===== config.mk =====
export PLATFORM = sky130hd
export DESIGN_NAME = qfsr_galois
export DESIGN_NICKNAME = d
export VERILOG_FILES = /design/src/rtl/qfsr_pkg.sv /design/src/rtl/qfsr_tap_cell.sv /design/src/rtl/qfsr_seed_cond.sv /design/src/rtl/qfsr_galois.sv
export SDC_FILE = /design/constraint.sdc
export NUM_CORES = 1
export LEC_CHECK = 0
export BUFFER_PORTS_ARGS = -buffer_cell sky130_fd_sc_hd__buf_2
export CAP_MARGIN = 30
export CORE_AREA = 10 10 74 76
export DETAILED_ROUTE_END_ITERATION = 12
export DIE_AREA = 0 0 84 86
export PLACE_DENSITY_LB_ADDON = 0.05
export REMOVE_ABC_BUFFERS = 1
export SETUP_SLACK_MARGIN = 0.2
export SLEW_MARGIN = 20
export SYNTH_ARGS = -nofsm -noshare
export SYNTH_HDL_FRONTEND = slang
export SYNTH_HIERARCHICAL = 1
export SYNTH_SLANG_ARGS = --single-unit

===== constraint.sdc =====
create_clock -name clk -period 7.6 [get_ports clk]
set_clock_uncertainty 0.1 [all_clocks]
set_input_delay 1.52 -clock clk [delete_from_list [all_inputs] [get_ports clk]]
set_output_delay 1.52 -clock clk [all_outputs]
set_load 0.005 [all_outputs]

===== src/rtl/qfsr_pkg.sv =====
package qfsr_pkg;
  localparam int COEF_BITS = 8;

  function automatic int sym_width(input int q);
    return (q <= 2) ? 1 : $clog2(q);
  endfunction
endpackage


===== src/rtl/qfsr_tap_cell.sv =====
module qfsr_tap_cell #(
  parameter int Q = 5,
  parameter int W = 3,
  parameter logic [qfsr_pkg::COEF_BITS-1:0] COEF = 8'd1
) (
  input  logic [W-1:0] addend,
  input  logic [W-1:0] fb,
  output logic [W-1:0] sum
);
  localparam logic [W:0] QV = (W+1)'(Q);
  localparam logic [qfsr_pkg::COEF_BITS-1:0] C_RED = qfsr_pkg::COEF_BITS'(COEF % Q);

  logic [W:0] acc;

  // double-and-add multiply by the constant, each partial kept below Q
  always_comb begin
    acc = '0;
    for (int k = qfsr_pkg::COEF_BITS-1; k >= 0; k--) begin
      acc = {acc[W-1:0], 1'b0};
      if (acc >= QV) acc = acc - QV;
      if (C_RED[k]) begin
        acc = acc + {1'b0, fb};
        if (acc >= QV) acc = acc - QV;
      end
    end
    acc = acc + {1'b0, addend};
    if (acc >= QV) acc = acc - QV;
    sum = acc[W-1:0];
  end
endmodule


===== src/rtl/qfsr_seed_cond.sv =====
module qfsr_seed_cond #(
  parameter int N_STAGES = 4,
  parameter int Q = 5,
  parameter int W = 3
) (
  input  logic [N_STAGES*W-1:0] raw,
  output logic [N_STAGES*W-1:0] folded,
  output logic                  all_zero
);
  localparam logic [W:0] QV = (W+1)'(Q);

  logic [N_STAGES-1:0] sym_nz;

  genvar g;
  generate
    for (g = 0; g < N_STAGES; g++) begin : g_sym
      logic [W:0] wide;
      logic [W:0] diff;
      assign wide = {1'b0, raw[g*W +: W]};
      assign diff = wide - QV;
      assign folded[g*W +: W] = (wide >= QV) ? diff[W-1:0] : wide[W-1:0];
      assign sym_nz[g] = |folded[g*W +: W];
    end
  endgenerate

  assign all_zero = ~|sym_nz;
endmodule


===== src/rtl/qfsr_galois.sv =====
module qfsr_galois #(
  parameter int N_STAGES = 4,
  parameter int Q = 5,
  parameter logic [qfsr_pkg::COEF_BITS*N_STAGES-1:0] TAP_COEF = 32'h0301_0002,
  localparam int W = qfsr_pkg::sym_width(Q)
) (
  input  logic                  clk,
  input  logic                  rst,
  input  logic                  step_en,
  input  logic                  seed_load,
  input  logic [N_STAGES*W-1:0] seed_value,
  output logic [W-1:0]          out_sym,
  output logic [N_STAGES*W-1:0] state_vec,
  output logic                  seed_invalid
);
  localparam int CB = qfsr_pkg::COEF_BITS;
  localparam logic [N_STAGES*W-1:0] RST_VEC = (N_STAGES*W)'(1);
  localparam logic [W:0] QV = (W+1)'(Q);

  logic [N_STAGES-1:0][W-1:0] st;
  logic [N_STAGES-1:0][W-1:0] nxt;
  logic [N_STAGES*W-1:0]      seed_red;
  logic                       seed_all_zero;

  qfsr_seed_cond #(.N_STAGES(N_STAGES), .Q(Q), .W(W)) u_seed (
    .raw      (seed_value),
    .folded   (seed_red),
    .all_zero (seed_all_zero)
  );

  genvar i;
  generate
    for (i = 0; i < N_STAGES; i++) begin : g_stage
      logic [W-1:0] prev;
      if (i == 0) begin : g_head
        assign prev = '0;
      end else begin : g_body
        assign prev = st[i-1];
      end
      qfsr_tap_cell #(.Q(Q), .W(W), .COEF(TAP_COEF[CB*i +: CB])) u_cell (
        .addend (prev),
        .fb     (st[N_STAGES-1]),
        .sum    (nxt[i])
      );


      sym_range_chk: assert property (@(posedge clk) disable iff (rst)
        {1'b0, st[i]} < QV);
    end
  endgenerate

  always_ff @(posedge clk) begin
    if (rst) begin
      st           <= RST_VEC;
      seed_invalid <= 1'b0;
    end else if (seed_load) begin
      if (seed_all_zero) begin
        seed_invalid <= 1'b1;
      end else begin
        st           <= seed_red;
        seed_invalid <= 1'b0;
      end
    end else if (step_en) begin
      st <= nxt;
    end
  end

  assign state_vec = st;
  assign out_sym   = st[N_STAGES-1];


  hold_chk: assert property (@(posedge clk) disable iff (rst)
    (!seed_load && !step_en) |=> $stable(st));


  zero_seed_chk: assert property (@(posedge clk) disable iff (rst)
    (seed_load && seed_all_zero) |=> ($stable(st) && seed_invalid));


  seed_take_chk: assert property (@(posedge clk) disable iff (rst)
    (seed_load && !seed_all_zero) |=> (st == $past(seed_red) && !seed_invalid));
endmodule


[Yosys cells after proc, flatten, opt, wreduce, memory -nomap -nowiden]
Cells that the tools add are included.
Widths: inputs -> output; s select.
Word-level totals
  register bits: 13
  bits in latches: 0
  bits in writable memories: 0
  bits in read-only memories: 0
  input bits: 16
  output and inout port bits: 16
  logic and storage cells: 49
  memories: 0
Operators by class
  add/sub/neg operators: 14
  multiply operators: 0
  divide/modulo/power cells: 0
  order comparisons: 11
  eq/ne operators: 1
  shifts and indexed selects: 0
  mux-type cells: 15
  bitwise operators: 0
  reductions and logical operators: 3
Operator list (count)
  $mux 12: 3
  $mux 3: 8
  $sub 3x3->3 const B: 8
  $ge 4x3->1 const B: 5
  $ge 3x3->1 const B: 6
  $add 4x3->4: 3
  $mux 4: 3
  $reduce_or 12->1: 1
  $sub 4x3->4 const B: 2
  $sub 3x3->4 const B: 1
  $ne 2x1->1 const B: 1
  $reduce_and 2->1: 1
  $reduce_bool 2->1: 1
  $mux 1: 1

[Depth between registers and ports, before layout]
  word-level depth: 12
  gate-level depth with buffers: 25
  mapped depth without buffers: 25

[Cells and area by module]
Netlist, hierarchy kept.
Modules (own cells, without submodules)
  qfsr_galois: times used 1, cells an instance 65, area an instance 698.2 µm², seq. area each 260.2 µm²
  qfsr_tap_cell at g_stage[3].u_cell: times used 1, cells an instance 56, area an instance 486.7 µm², seq. area each 0.0 µm²
  qfsr_tap_cell at g_stage[0].u_cell: times used 1, cells an instance 56, area an instance 414.1 µm², seq. area each 0.0 µm²
  qfsr_seed_cond: times used 1, cells an instance 50, area an instance 349.1 µm², seq. area each 0.0 µm²
  qfsr_tap_cell at g_stage[2].u_cell: times used 1, cells an instance 35, area an instance 289.0 µm², seq. area each 0.0 µm²
  qfsr_tap_cell at g_stage[1].u_cell: times used 1, cells an instance 12, area an instance 87.6 µm², seq. area each 0.0 µm²

[Worst setup path before layout]
OpenSTA, ideal clock, no wires.
  path kind: flip-flop to flip-flop
  from: reg st (netlist bit out_sym[1])
  to: reg st (netlist bit out_sym[2])
  library setup time: 0.144 ns
  arrival time: 5.294 ns
  data required time: 7.356 ns
  slack: 2.061 ns
  stages on the path, launching flop included: 25
  buffers on the path: 0
  clock period less this slack: 5.539 ns
  path through: dfxtp_1 -> inv_1 -> ha_1 -> a21oi_2 -> mux2i_1 -> nand2_1 -> ha_1 -> xnor3_1 -> xnor2_1 -> xnor2_1 -> inv_1 -> ha_1 -> inv_1 -> fa_1 -> a21oi_1 -> mux2_2 -> ha_1 -> a21o_1 -> a21oi_1 -> xor2_1 -> and4_4 -> nor3_1 -> mux2_2 -> mux2i_1 -> a211oi_2
RTL lines
  start: declaration: line qfsr_galois.sv:20  | logic [N_STAGES-1:0][W-1:0] st;
  start signal: assignment: line qfsr_galois.sv:60  | st <= seed_red;
  start signal: assignment: line qfsr_galois.sv:64  | st <= nxt;

==> impl_metrics.toml <==
[placed_design]
place_area_um2 = 2482
gp_congestion = 0.8297
hpwl_mm = 3.935
dp_cells = 348
io_buffers = 31

[clocking]
holdBufCountCts = 0
clockBufferDepth = 2
clkTransAtPathRegs_ns = 0.06
tritoncts = "done"
cts_resized = 0
cts_inserted_buffers = 3
cts-root-buf = "clkbuf_8"
cts_setup_buffers = 0
htreeDepth = 1
clock_sink_count = 13
clock_latency_ns = 0.24

[critical_path]
endpoint_kind = "flip-flop"
path_max_fanout = 23
r2r_cells = 24
cp.arrival_ns = 6.13
worstSetupPathType = "reg2reg"
reg2reg_to = "out_sym[2]"
start_kind = "flip-flop"
rr_startpoint = "out_sym[0]"
reg2reg_slack_ns = 1.47
worstPathRequired_ns = 7.60

[sta]
max_slew_margin_pct = 41.15
timing.setup.tns_ns = 0
rsz0062_at_grt = "false"
setup_viol = 0
slew_violations = 0
period_minus_slack_ns = 6.130
finalHoldViolCount = 0
hold_ws_ns = 0.4053
finalCritPeriodShare_pct = 80.66
tightest_slew_ns = 0.8816
max_clock_freq_ghz = 0.1631

[synthesis]
seq_area_frac_synth_pct = 11.19
synth-main-ff-cell = "dfxtp_1"
ys_seq_elements = 13
avgSynthCellArea_um2 = 8.484
syn_inst = 274
synth_edf_count = 0
ys_types = 52
postSynth.asyncResetShare_pct = 0
yosys_warnings = 6
syn-cell-area_um2 = 2325

[grt]
grt_pass1_wl_mm = 8.535
grtUsageTotal_pct = 13.32
grt_start_max_net_pins = 25
grt_pass1_vias = 1957
grt_overflow_total = 0
antenna_found_initial = 0

[power]
comb_power_share_pct = 84.5
swShare_pct = 49.28
p_int_mw = 0.6778
p_switching_mw = 0.6584
ir_drop_mv = 0.2740
power_frac_clock_pct = 4.7
pwr-share-seq_pct = 10.9
leakage_nw = 1.209
power.density_nw_per_um2 = 528.7

[hold_path]
hp-start = "seed_invalid"
min_to = "seed_invalid"
hold_class = "reg2reg"
hold_depth = 2

[final_layout]
antenna_cells = 0
final_area_um2 = 2527
nNetsFinal = 361
fin_cells = 352
mostFrequentLayoutCell = "ha_1"
layout-drive-gt1-share_pct = 21.19
final_cell_mix = "ha_1, inv_1, buf_2"
area_delta_synth_final_pct = 8.719

[floorplan]
coreArea_um2 = 3971
die_h_um = 86
fp-row-count = 23
initial_core_util_pct = 58.54
die_x_um = 84
dieArea_um2 = 7224
ioPinCount = 32

[outcome]
status = "finished, final reports clean"

[drt]
via_count = 1964
vias_per_cell = 5.580
drt_iter0_drc = 77
drtPass1Iterations = 4
wl_per_cell_um = 13.76
totalWireLength_mm = 4.842
ant_nets = 0
drc = 0

[job]
maxCapViolations = 0
## sequential cells by signal (all words and copies together), names as in the netlist
signal        flops
g_stage.prev      9
out_sym           3
seed_invalid      1
## final cells by class
| type | instances | area (um^2) |
|---|---|---|
| fill | 351 | 1444 |
| tap | 50 | 62.56 |
| timing repair buffer | 31 | 155.1 |
| sequential | 13 | 260.3 |
| clock buffer | 4 | 45.04 |
| inverter | 37 | 138.9 |
| multi-input combinational | 217 | 1866 |
## per-stage QoR
step | utilization [%] | total power [mW] | setup WS, ns
floorplan | - | 1.062 | 2.043
global placement | 62.51 | 1.258 | 1.513
detailed placement | 62.51 | 1.274 | 1.425
CTS | 63.64 | 1.346 | 1.420
global route | 63.64 | 1.520 | 0.9188
finish | 63.64 | 1.336 | 1.470
## logic make-up after synthesis
family                   share of synthesized area (%)
flip-flops                                       11.19
adder cells (fa/ha/maj)                          23.90
other                                           0.1613
buffers and inverters                            9.041
multiplexers                                     10.12
XOR/XNOR                                         5.490
AND/OR/NAND/NOR                                  15.61
AO/OA/AOI/OAI                                    24.49
## synthesized netlist by cell type, drive strengths merged (2+ instances only)
| master | number | area (um^2) |
|---|---|---|
| xnor2 | 11 | 96.34 |
| o21a | 9 | 67.56 |
| nand2b | 8 | 57.55 |
| and4 | 2 | 20.02 |
| a22oi | 4 | 30.03 |
| nand3b | 2 | 15.01 |
| a21oi | 8 | 47.55 |
| buf | 10 | 71.31 |
| inv | 37 | 138.9 |
| o211ai | 2 | 20.02 |
| nand3 | 2 | 10.01 |
| mux2 | 4 | 45.04 |
| o22a | 2 | 17.52 |
| a211oi | 16 | 180.2 |
| o21bai | 2 | 15.01 |
| o21ai | 19 | 106.4 |
| a31oi | 3 | 25.02 |
| mux2i | 19 | 190.2 |
| a21o | 2 | 15.01 |
| nor3 | 21 | 115.1 |
| ha | 38 | 475.5 |
| dfxtp | 13 | 260.3 |
| nor2b | 2 | 22.52 |
| nor2 | 15 | 56.30 |
| nand2 | 6 | 22.52 |
| fa | 4 | 80.08 |
## power groups by stage
stage,logic [mW],clock network (mW),registers (mW)
after global placement,1.11,0,0.145
after detailed placement,1.13,0,0.147
after floorplan,0.927,0,0.135
after CTS,1.14,0.0631,0.145
final,1.13,0.0625,0.145
after global routing,1.30,0.0671,0.152
## critical path, stage by stage, from the launching register on
cell and delay [ns]:
dfxtp_1 0.86, inv_1 0.11, ha_1 0.24, o21bai_1 0.15, a22oi_1 0.27, nand2_1 0.13
ha_1 0.23, xnor3_1 0.36, xnor2_1 0.28, xnor2_1 0.12, inv_1 0.09, ha_1 0.15
inv_1 0.05, fa_1 0.41, a21oi_1 0.34, mux2_2 0.40, ha_1 0.27, a21o_1 0.17
a21oi_1 0.16, xor2_1 0.23, and4_4 0.26, nor3_1 0.04, mux2_2 0.27, mux2i_1 0.19
a211oi_2 0.10
## how the worst max path moves through the flow
| stage | slack [ns] | to | start | cells after the start |
|---|---|---|---|---|
| after floorplan | 2.04 | out_sym[2] | out_sym[1] | 24 |
| after global placement | 1.51 | out_sym[2] | out_sym[1] | 24 |
| after detailed placement | 1.43 | out_sym[2] | out_sym[1] | 24 |
| after CTS | 1.42 | out_sym[2] | out_sym[0] | 24 |
| after global routing | 0.92 | out_sym[2] | out_sym[1] | 24 |
| final | 1.47 | out_sym[2] | out_sym[0] | 24 |
## per-layer routing
layer | GRT usage [%] | part of all wire [%] | up-vias
met3 | 3.311 | 4.7 | 5
met5 | 0 | 0 | -
li1 | - | - | 1030
met4 | 1.826 | 0.70 | 0
met1 | 16.51 | 48 | 896
met2 | 23.14 | 47 | 33
Power figures use the tool's default switching activity.
